### config.mk
export PLATFORM = sky130hd
export DESIGN_NAME = i2c_reg_slave
export DESIGN_NICKNAME = d
export VERILOG_FILES = /design/src/rtl/i2c_reg_slave.sv
export SDC_FILE = /design/constraint.sdc
export NUM_CORES = 1
export LEC_CHECK = 0
export BUFFER_PORTS_ARGS = -buffer_cell sky130_fd_sc_hd__buf_2
export CORE_MARGIN = 4
export CORE_UTILIZATION = 56
export DETAILED_ROUTE_END_ITERATION = 7
export MAX_ROUTING_LAYER = met4
export PLACE_DENSITY = 0.86
export SLEW_MARGIN = 20
export SYNTH_ARGS = -nofsm -noshare
export SYNTH_HDL_FRONTEND = slang
export SYNTH_SLANG_ARGS = --single-unit
### constraint.sdc
create_clock -name clk -period 2.3 [get_ports clk]
set_input_delay 0.46 -clock clk [delete_from_list [all_inputs] [get_ports clk]]
set_output_delay 0.46 -clock clk [all_outputs]
set_load 0.03 [all_outputs]
### src/rtl/i2c_reg_slave.sv
module i2c_reg_slave #(
  parameter logic [6:0] DEV_ADDR = 7'h68,
  parameter int         NREG     = 16
) (
  input  logic                     clk,
  input  logic                     rst_n,
  input  logic                     scl_i,
  input  logic                     sda_i,
  output logic                     sda_oe,
  output logic                     wr_stb,
  output logic [$clog2(NREG)-1:0]  wr_addr,
  output logic [7:0]               wr_data,
  output logic [$clog2(NREG)-1:0]  ptr_o,
  output logic [7:0]               rd_data
);
  localparam int AW = $clog2(NREG);

  typedef enum logic [2:0] {S_IDLE, S_RX, S_RACK, S_TX, S_TACK} st_t;

  logic [2:0]    scl_p, sda_p;
  st_t           state;
  logic [3:0]    cnt;
  logic [7:0]    rx, tx;
  logic          first, rd, have_ptr, nack;
  logic [AW-1:0] ptr, ptr_nx;
  logic [7:0]    regs [NREG];

  wire scl_q   = scl_p[1];
  wire scl_d   = scl_p[2];
  wire sda_q   = sda_p[1];
  wire sda_d   = sda_p[2];
  wire rise    = scl_q & ~scl_d;
  wire fall    = ~scl_q & scl_d;
  wire start_c = scl_q & scl_d & sda_d & ~sda_q;
  wire stop_c  = scl_q & scl_d & ~sda_d & sda_q;

  assign ptr_nx  = (ptr == AW'(NREG - 1)) ? '0 : ptr + 1'b1;
  assign ptr_o   = ptr;
  assign rd_data = regs[ptr];

  always_ff @(posedge clk or negedge rst_n) begin
    if (!rst_n) begin
      scl_p <= 3'b111;
      sda_p <= 3'b111;
    end else begin
      scl_p <= {scl_p[1:0], scl_i};
      sda_p <= {sda_p[1:0], sda_i};
    end
  end

  always_ff @(posedge clk or negedge rst_n) begin
    if (!rst_n) begin
      state    <= S_IDLE;
      cnt      <= '0;
      rx       <= '0;
      tx       <= '0;
      first    <= 1'b0;
      rd       <= 1'b0;
      have_ptr <= 1'b0;
      nack     <= 1'b0;
      ptr      <= '0;
      sda_oe   <= 1'b0;
      wr_stb   <= 1'b0;
      wr_addr  <= '0;
      wr_data  <= '0;
      for (int i = 0; i < NREG; i++) regs[i] <= '0;
    end else begin
      wr_stb <= 1'b0;
      if (start_c) begin
        state  <= S_RX;
        cnt    <= '0;
        first  <= 1'b1;
        sda_oe <= 1'b0;
      end else if (stop_c) begin
        state  <= S_IDLE;
        sda_oe <= 1'b0;
      end else begin
        case (state)
          S_RX: begin
            if (rise) begin
              rx  <= {rx[6:0], sda_q};
              cnt <= cnt + 1'b1;
            end else if (fall && cnt == 4'd8) begin
              cnt <= '0;
              if (first) begin
                first <= 1'b0;
                if (rx[7:1] == DEV_ADDR) begin
                  sda_oe   <= 1'b1;
                  rd       <= rx[0];
                  have_ptr <= 1'b0;
                  state    <= S_RACK;
                end else begin
                  state <= S_IDLE;
                end
              end else begin
                sda_oe <= 1'b1;
                state  <= S_RACK;
                if (!have_ptr) begin
                  ptr      <= rx[AW-1:0];
                  have_ptr <= 1'b1;
                end else begin
                  regs[ptr] <= rx;
                  wr_stb    <= 1'b1;
                  wr_addr   <= ptr;
                  wr_data   <= rx;
                  ptr       <= ptr_nx;
                end
              end
            end
          end
          S_RACK: begin
            if (rise) cnt <= 4'd1;
            else if (fall && cnt == 4'd1) begin
              cnt <= '0;
              if (rd) begin
                tx     <= regs[ptr];
                sda_oe <= ~regs[ptr][7];
                ptr    <= ptr_nx;
                state  <= S_TX;
              end else begin
                sda_oe <= 1'b0;
                state  <= S_RX;
              end
            end
          end
          S_TX: begin
            if (rise) cnt <= cnt + 1'b1;
            else if (fall) begin
              if (cnt == 4'd8) begin
                sda_oe <= 1'b0;
                cnt    <= '0;
                state  <= S_TACK;
              end else begin
                tx     <= {tx[6:0], 1'b0};
                sda_oe <= ~tx[6];
              end
            end
          end
          S_TACK: begin
            if (rise) begin
              cnt  <= 4'd1;
              nack <= sda_q;
            end else if (fall && cnt == 4'd1) begin
              cnt <= '0;
              if (nack) begin
                state <= S_IDLE;
              end else begin
                tx     <= regs[ptr];
                sda_oe <= ~regs[ptr][7];
                ptr    <= ptr_nx;
                state  <= S_TX;
              end
            end
          end
          default: sda_oe <= 1'b0;
        endcase
      end
    end
  end

  assert_drive_scl_low_R11: assert property (@(posedge clk) disable iff (!rst_n)
    $rose(sda_oe) |-> !scl_q);

  assert_stop_release_R9: assert property (@(posedge clk) disable iff (!rst_n)
    stop_c |=> (state == S_IDLE && !sda_oe));

  assert_restart_addr_R8: assert property (@(posedge clk) disable iff (!rst_n)
    start_c |=> (state == S_RX && cnt == 4'd0 && first));

  assert_store_advance_R5: assert property (@(posedge clk) disable iff (!rst_n)
    wr_stb |-> (ptr == ((wr_addr == AW'(NREG - 1)) ? '0 : wr_addr + 1'b1)));

  assert_master_ack_free_R6: assert property (@(posedge clk) disable iff (!rst_n)
    (state == S_TACK) |-> !sda_oe);

  assert_strobe_pulse_R5: assert property (@(posedge clk) disable iff (!rst_n)
    wr_stb |=> !wr_stb);
endmodule

==> impl_metrics.tcl, run 1 <==
set metrics [dict create \
    status "finished, violations left" \
    violations "setup timing" \
    cts_made_buffers 17 \
    die_h_um 132.1 \
    cap_violations 0 \
    via_count 5807 \
    syn_nets 615 \
    dr.first_iter.drc_count 526 \
    synth-main-ff-cell "dfrtp_1" \
    grt_pass1_wl_um 35670 \
    antenna_found_initial 0 \
    track_usage_pct 27.65 \
    slowest_delay_ps 570 \
    initial_utilization_pct 56.98 \
    vdd_ir_drop_max_uv 524.2 \
    leakagePower_nw 5.177 \
    mostFrequentLayoutCell "dfrtp_1" \
    syn-cell-area_mm2 0.008631 \
    worstPathMaxFanout 9 \
    n_antenna_cell 0 \
    clk_latency_ps 440 \
    fin_crit_sh_pct 124.1 \
    dpl.hpwl_um 13640 \
    finish.net_count 692 \
    total_power_mw 9.161 \
    h-tree-depth 4 \
    wl_per_cell_um 27.61 \
    avgSynthCellArea_um2 14.36 \
    cp_cell_sequence "buf_12, buf_12, mux4_2, mux4_2, buf_6" \
    yosysTopAreaCell "dfrtp_1" \
    arrival_ps 2400 \
    p_switching_mw 3.099 \
    ys_seq_elements 178 \
    required_ps 1840 \
    power.density_mw_per_mm2 860.8 \
    slew_viol_final 0 \
    synth-edff-count 0 \
    cts_tree "done" \
    wirelength_um 24270 \
    postSynthCellCount 601 \
    layout_min_cycle_time_ps 2855 \
    synth_area_leaders "dfrtp_1, mux2_1, mux4_2" \
    combPwrFrac_pct 29.4 \
    start_kind "flop" \
    drive_gt1_share_pct 52.68 \
    synthDistinctLibCells 58 \
    rows 45 \
    path_class "reg -> out" \
    core_mm2 0.01515 \
    viasPerCell 6.606 \
    hold_violations 0 \
    drc_errors 0 \
    rsz0062_at_grt "true" \
    yosysWarnings 0 \
    most-common-layout-cells "dfrtp_1, mux2_4, mux2_2" \
    worst-path-buf-inv 3 \
    power.share.clock_pct 32.0 \
    cts_root_buf "clkbuf_16" \
    grt_max_degree 60 \
    ys_seq_area_share_pct 51.70 \
    place_congestion 0.9252 \
    cts.reportedPaths.clkPinSlew_ps 70 \
    cts.sinks 178 \
    synthArstFlopShare_pct 100.0 \
    fin_ws_ps -555.3 \
    die_area_mm2 0.01746 \
    cpLargestDelayFamily "multiplexers" \
    setup_violations 93 \
    internal_power_mw 6.061 \
    p_sw_share_pct 33.83 \
    endpoint_kind "output port" \
    grt-ovfl-total 0 \
    slew_headroom_pct 41.00 \
    tightest_slew_ps 885.0 \
    die_w_um 132.1 \
    clock_skew_ps 7.992 \
    post-route-util_pct 70.26 \
    cp_slowest_cell "mux4_2" \
    hold_class "in -> reg" \
    cts.path.max_buffers 2 \
    seq_power_share_pct 38.5 \
    ant_nets 0 \
    place.port_buffers 29 \
    grt_pass1_vias 6039 \
    syn_to_final_growth_pct 23.30 \
    boundaryPins 30 \
    synth_top_area_share_pct 49.87 \
    fmax_mhz 350.2 \
    firstDrtPassIters 5 \
]
==> worst register-to-register path: stages (launching register included) <==
cell      delay, ps
dfstp_2         540
inv_2            40
ha_4            150
nand2b_4        150
nor3_4          170
and4b_2         310
buf_12          150
buf_16          150
nand3_4         230
mux2_4          390
==> power groups by stage <==
stage,clock network (mW),logic [mW],registers (mW)
after CTS,2.94,2.42,3.52
after global routing,3.11,2.87,3.55
after detailed placement,0,2.32,3.57
final,2.93,2.70,3.53
after floorplan,0,1.65,3.51
after global placement,0,2.26,3.55
==> final cells by class <==
cell class              count  area, µm²
inverters                  10      37.54
clock buffers              18      429.2
flip-flops and latches    178       4464
fillers                   903       4504
repair buffers            101      984.7
multi-input cells         370       4338
well taps                 188      235.2
clock inverters            14      152.6
==> state kept, by name, summed over array words and instances, names as in the netlist <==
signal,cells
cnt,4
first,1
have_ptr,1
nack,1
ptr_o,4
rd,1
regs,128
rx,8
scl_p,3
sda_oe,1
sda_p,3
state,3
tx,7
wr_addr,4
wr_data,8
wr_stb,1
==> logic make-up (layout without fill, tap and decap cells) <==
kind of cell    after synthesis  after routing  synth area share (%)
compound gates               50             50                 3.856
xor+xnor                      2              2                0.2030
fa+ha+maj                    10             10                 1.450
buf+inv                      53            143                 2.769
flops                       178            178                 51.70
mux                         197            197                 30.72
simple gates                111            111                 9.307
==> routing by layer <==
layer	global-route usage, %	share of wire (%)	vias up	wire length, µm
met4	11.03	3.3	0	794
met5	-	0	-	0
met3	5.878	7.4	72	1798
met2	43.30	49	302	12010
met1	35.60	40	3054	9675
li1	-	-	2379	-
==> synthesized netlist by cell type (all sizes together) (5+ instances only) <==
| cell type | instances |
|---|---|
| nand2b | 8 |
| nand3 | 23 |
| dfrtp | 172 |
| nand3b | 5 |
| nor2 | 18 |
| ha | 10 |
| o21ai | 10 |
| mux4 | 39 |
| a31oi | 6 |
| nand2 | 26 |
| mux2 | 153 |
| inv | 10 |
| nor3b | 5 |
| clkbuf | 29 |
| mux2i | 5 |
| buf | 14 |
| dfstp | 6 |
| a21oi | 12 |
==> path summary, 6_finish.rpt <==
check / from / to / slack, ps / depth (start not counted)
worst max-delay path: ptr_o[0] / rd_data[1] / -560 / 5
worst max register to register: scl_p[2] / regs[24] / -100 / 9
worst min-delay path: scl_i / scl_p[0] / 120 / 1
max in group asynchronous: rst_n / regs[13] / 990 / 3
min in group asynchronous: rst_n / regs[96] / 510 / 2
worst min register to register: sda_p[0] / sda_p[1] / 360 / 0
==> timing repair <==
action / 4_1_cts / 5_1_grt
cloned: 3 / 4
hold endpoints to repair: 35 / 0
setup endpoints to repair: 100 / 166
setup buffers: 5 / 8
hold buffers: 1 / 0
pin swaps: 5 / 4
gates resized for setup: 85 / 42
==> per-stage QoR <==
stage | TNS [ps] | hold WS [ps] | area (µm²) | setup slack [ps] | cells
final | -7670 | 120.2 | 10640 | -555.3 | 879
after floorplan | -244.0 | 164.4 | 8693 | -36.10 | 601
after detailed placement | -808.6 | 350.2 | 9298 | -59.38 | 827
after global placement | -66.46 | 352.0 | 9298 | -33.09 | 827
after global routing | -13580 | 108.5 | 10640 | -587.7 | 879
after CTS | -5156 | 112.8 | 10340 | -495.3 | 868
Note: power is estimated with default switching activity, not from simulation.
==> inputs of run 2 (changes only) <==
--- a/config.mk
+++ b/config.mk
@@ -6,11 +6,13 @@
 export NUM_CORES = 1
 export LEC_CHECK = 0
 export BUFFER_PORTS_ARGS = -buffer_cell sky130_fd_sc_hd__buf_2
+export CELL_PAD_IN_SITES_DETAIL_PLACEMENT = 0
+export CELL_PAD_IN_SITES_GLOBAL_PLACEMENT = 2
 export CORE_MARGIN = 4
-export CORE_UTILIZATION = 56
+export CORE_UTILIZATION = 40
 export DETAILED_ROUTE_END_ITERATION = 7
 export MAX_ROUTING_LAYER = met4
-export PLACE_DENSITY = 0.86
+export PLACE_DENSITY = 0.82
 export SLEW_MARGIN = 20
 export SYNTH_ARGS = -nofsm -noshare
 export SYNTH_HDL_FRONTEND = slang
==> constraint.sdc (replaced) <==
create_clock -name clk -period 2.8 [get_ports clk]
set_input_delay 0.56 -clock clk [delete_from_list [all_inputs] [get_ports clk]]
set_output_delay 0.56 -clock clk [all_outputs]
set_load 0.03 [all_outputs]
==> impl_metrics.tcl, run 2 (synthesis results as in run 1) <==
set metrics [dict create \
    finish.net_count 655 \
    hold_violations 0 \
    max_flop_register "regs" \
    cts_root_buf "clkbuf_16" \
    die_area_mm2 0.02399 \
    slowest_delay_ps 560 \
    fin_area_mm2 0.01004 \
    cts_made_buffers 17 \
    vdd_ir_drop_max_uv 347.6 \
    fin_ws_ps -109.1 \
    rsz0062_at_grt "true" \
    power.density_mw_per_mm2 735.2 \
    leakagePower_nw 4.746 \
    most-common-layout-cells "dfrtp_1, mux2_1, mux2_2" \
    fmax_mhz 343.7 \
    wirelength_um 20190 \
    fin_crit_sh_pct 103.9 \
    ctsHoldBuffers 0 \
    n_antenna_cell 0 \
    r2r_cells 8 \
    slew_headroom_pct 44.56 \
    drc_errors 0 \
    dpl-instance-area_mm2 0.009160 \
    hold_class "in -> async" \
    cp_cell_sequence "buf_6, buf_8, mux4_2, mux4_2, buf_6" \
    path_class "reg -> out" \
    wl_per_cell_um 21.73 \
    grt_pass1_wl_um 33180 \
    clk_latency_ps 440 \
    die_h_um 154.9 \
    via_count 5202 \
    viasPerCell 5.600 \
    firstDrtPassIters 4 \
    place_congestion 0.8574 \
    cts.sinks 178 \
    cp_slowest_cell "mux4_2" \
    boundaryPins 30 \
    top_regs "regs (128), rx (8), wr_data (8)" \
    largest_register_ffs 128 \
    start_kind "flop" \
    h-tree-depth 4 \
    status "finished, violations left" \
    tightest_slew_ps 829.9 \
    arrival_ps 2350 \
    layout_min_cycle_time_ps 2909 \
    grt_pass1_vias 5660 \
    dr.first_iter.drc_count 329 \
    core_mm2 0.02115 \
    fillers 1823 \
    grt-ovfl-total 0 \
    die_w_um 154.9 \
    grt_max_degree 71 \
    drive_gt1_share_pct 35.32 \
    cts.reportedPaths.clkPinSlew_ps 70 \
    endpoint_kind "output port" \
    worstPathMaxFanout 6 \
    cap_violations 0 \
    track_usage_pct 18.40 \
    mostFrequentLayoutCell "dfrtp_1" \
    ant_nets 0 \
    antenna_found_initial 0 \
    post-route-util_pct 47.47 \
    clock_skew_ps 15.12 \
    cts_tree "done" \
    syn_to_final_growth_pct 16.34 \
    initial_utilization_pct 40.80 \
    rows 53 \
    slew_viol_final 0 \
    place.port_buffers 29 \
    cts.path.max_buffers 2 \
    setup_violations 8 \
    violations "setup timing" \
    required_ps 2240 \
    dpl.hpwl_um 13540 \
]
run 2: timing repair:
| item | CTS | global route |
|---|---|---|
| resized for setup | 20 | 4 |
| cloned | 2 | 1 |
| setup buffers | 9 | 3 |
| setup endpoints to repair | 8 | 8 |
run 2: final timing paths:
kind / startpoint / slack [ps] / end
min in group clk: sda_i / 220 / sda_p[0]
worst max-delay path: ptr_o[0] / -110 / rd_data[3]
worst min-delay path: rst_n / 130 / tx[2]
worst min register to register: sda_p[0] / 360 / sda_p[1]
max in group asynchronous: rst_n / 1910 / regs[66]
worst max register to register: scl_p[2] / 290 / regs[123]
run 2: layout make-up:
class	instances	area, µm²	share of cell area [%]
timing repair buffer	64	604.3	6.019
inverter	10	37.54	0.3738
multi-input combinational	370	3944	39.28
clock buffer	18	439.2	4.374
tap	275	344.1	3.427
sequential	178	4463	44.45
clock inverter	14	209.0	2.081
run 2: worst max-delay path: cells and delay by family, from the launching register on:
| family | cells | cell delay, ps |
|---|---|---|
| flip-flops | 1 | 390 |
| multiplexers | 2 | 1080 |
| buffers and inverters | 3 | 430 |
run 2: per-stage QoR:
stage | setup TNS, ps | cells | total power, mW | hold WS [ps] | setup WS (ps)
floorplan | 0 | 601 | 4.158 | 264.4 | 25.20
global placement | 0 | 883 | 4.708 | 350.1 | 331.3
detailed placement | 0 | 883 | 4.740 | 349.1 | 310.6
CTS | -765.9 | 926 | 7.443 | 158.7 | -122.8
global route | -1059 | 929 | 7.753 | 192.1 | -162.3
finish | -527.7 | 929 | 7.382 | 131.7 | -109.1
run 2: report_power, final:
part           leakage (nW)  internal [mW]  switching [mW]  total [mW]
Clock                 0.313           1.33            1.18        2.51
Sequential             2.44           2.71           0.201        2.91
Combinational          1.99          0.831            1.13        1.96
Total                  4.75           4.87            2.51        7.38
run 2: layer usage:
layer / global-route usage, % / routed length, µm / up-vias
met2: 28.43 / 9992 / 93
li1: - / - / 2309
met4: 4.373 / 235 / 0
met5: - / 0 / -
met1: 24.87 / 9096 / 2782
met3: 4.395 / 866 / 18
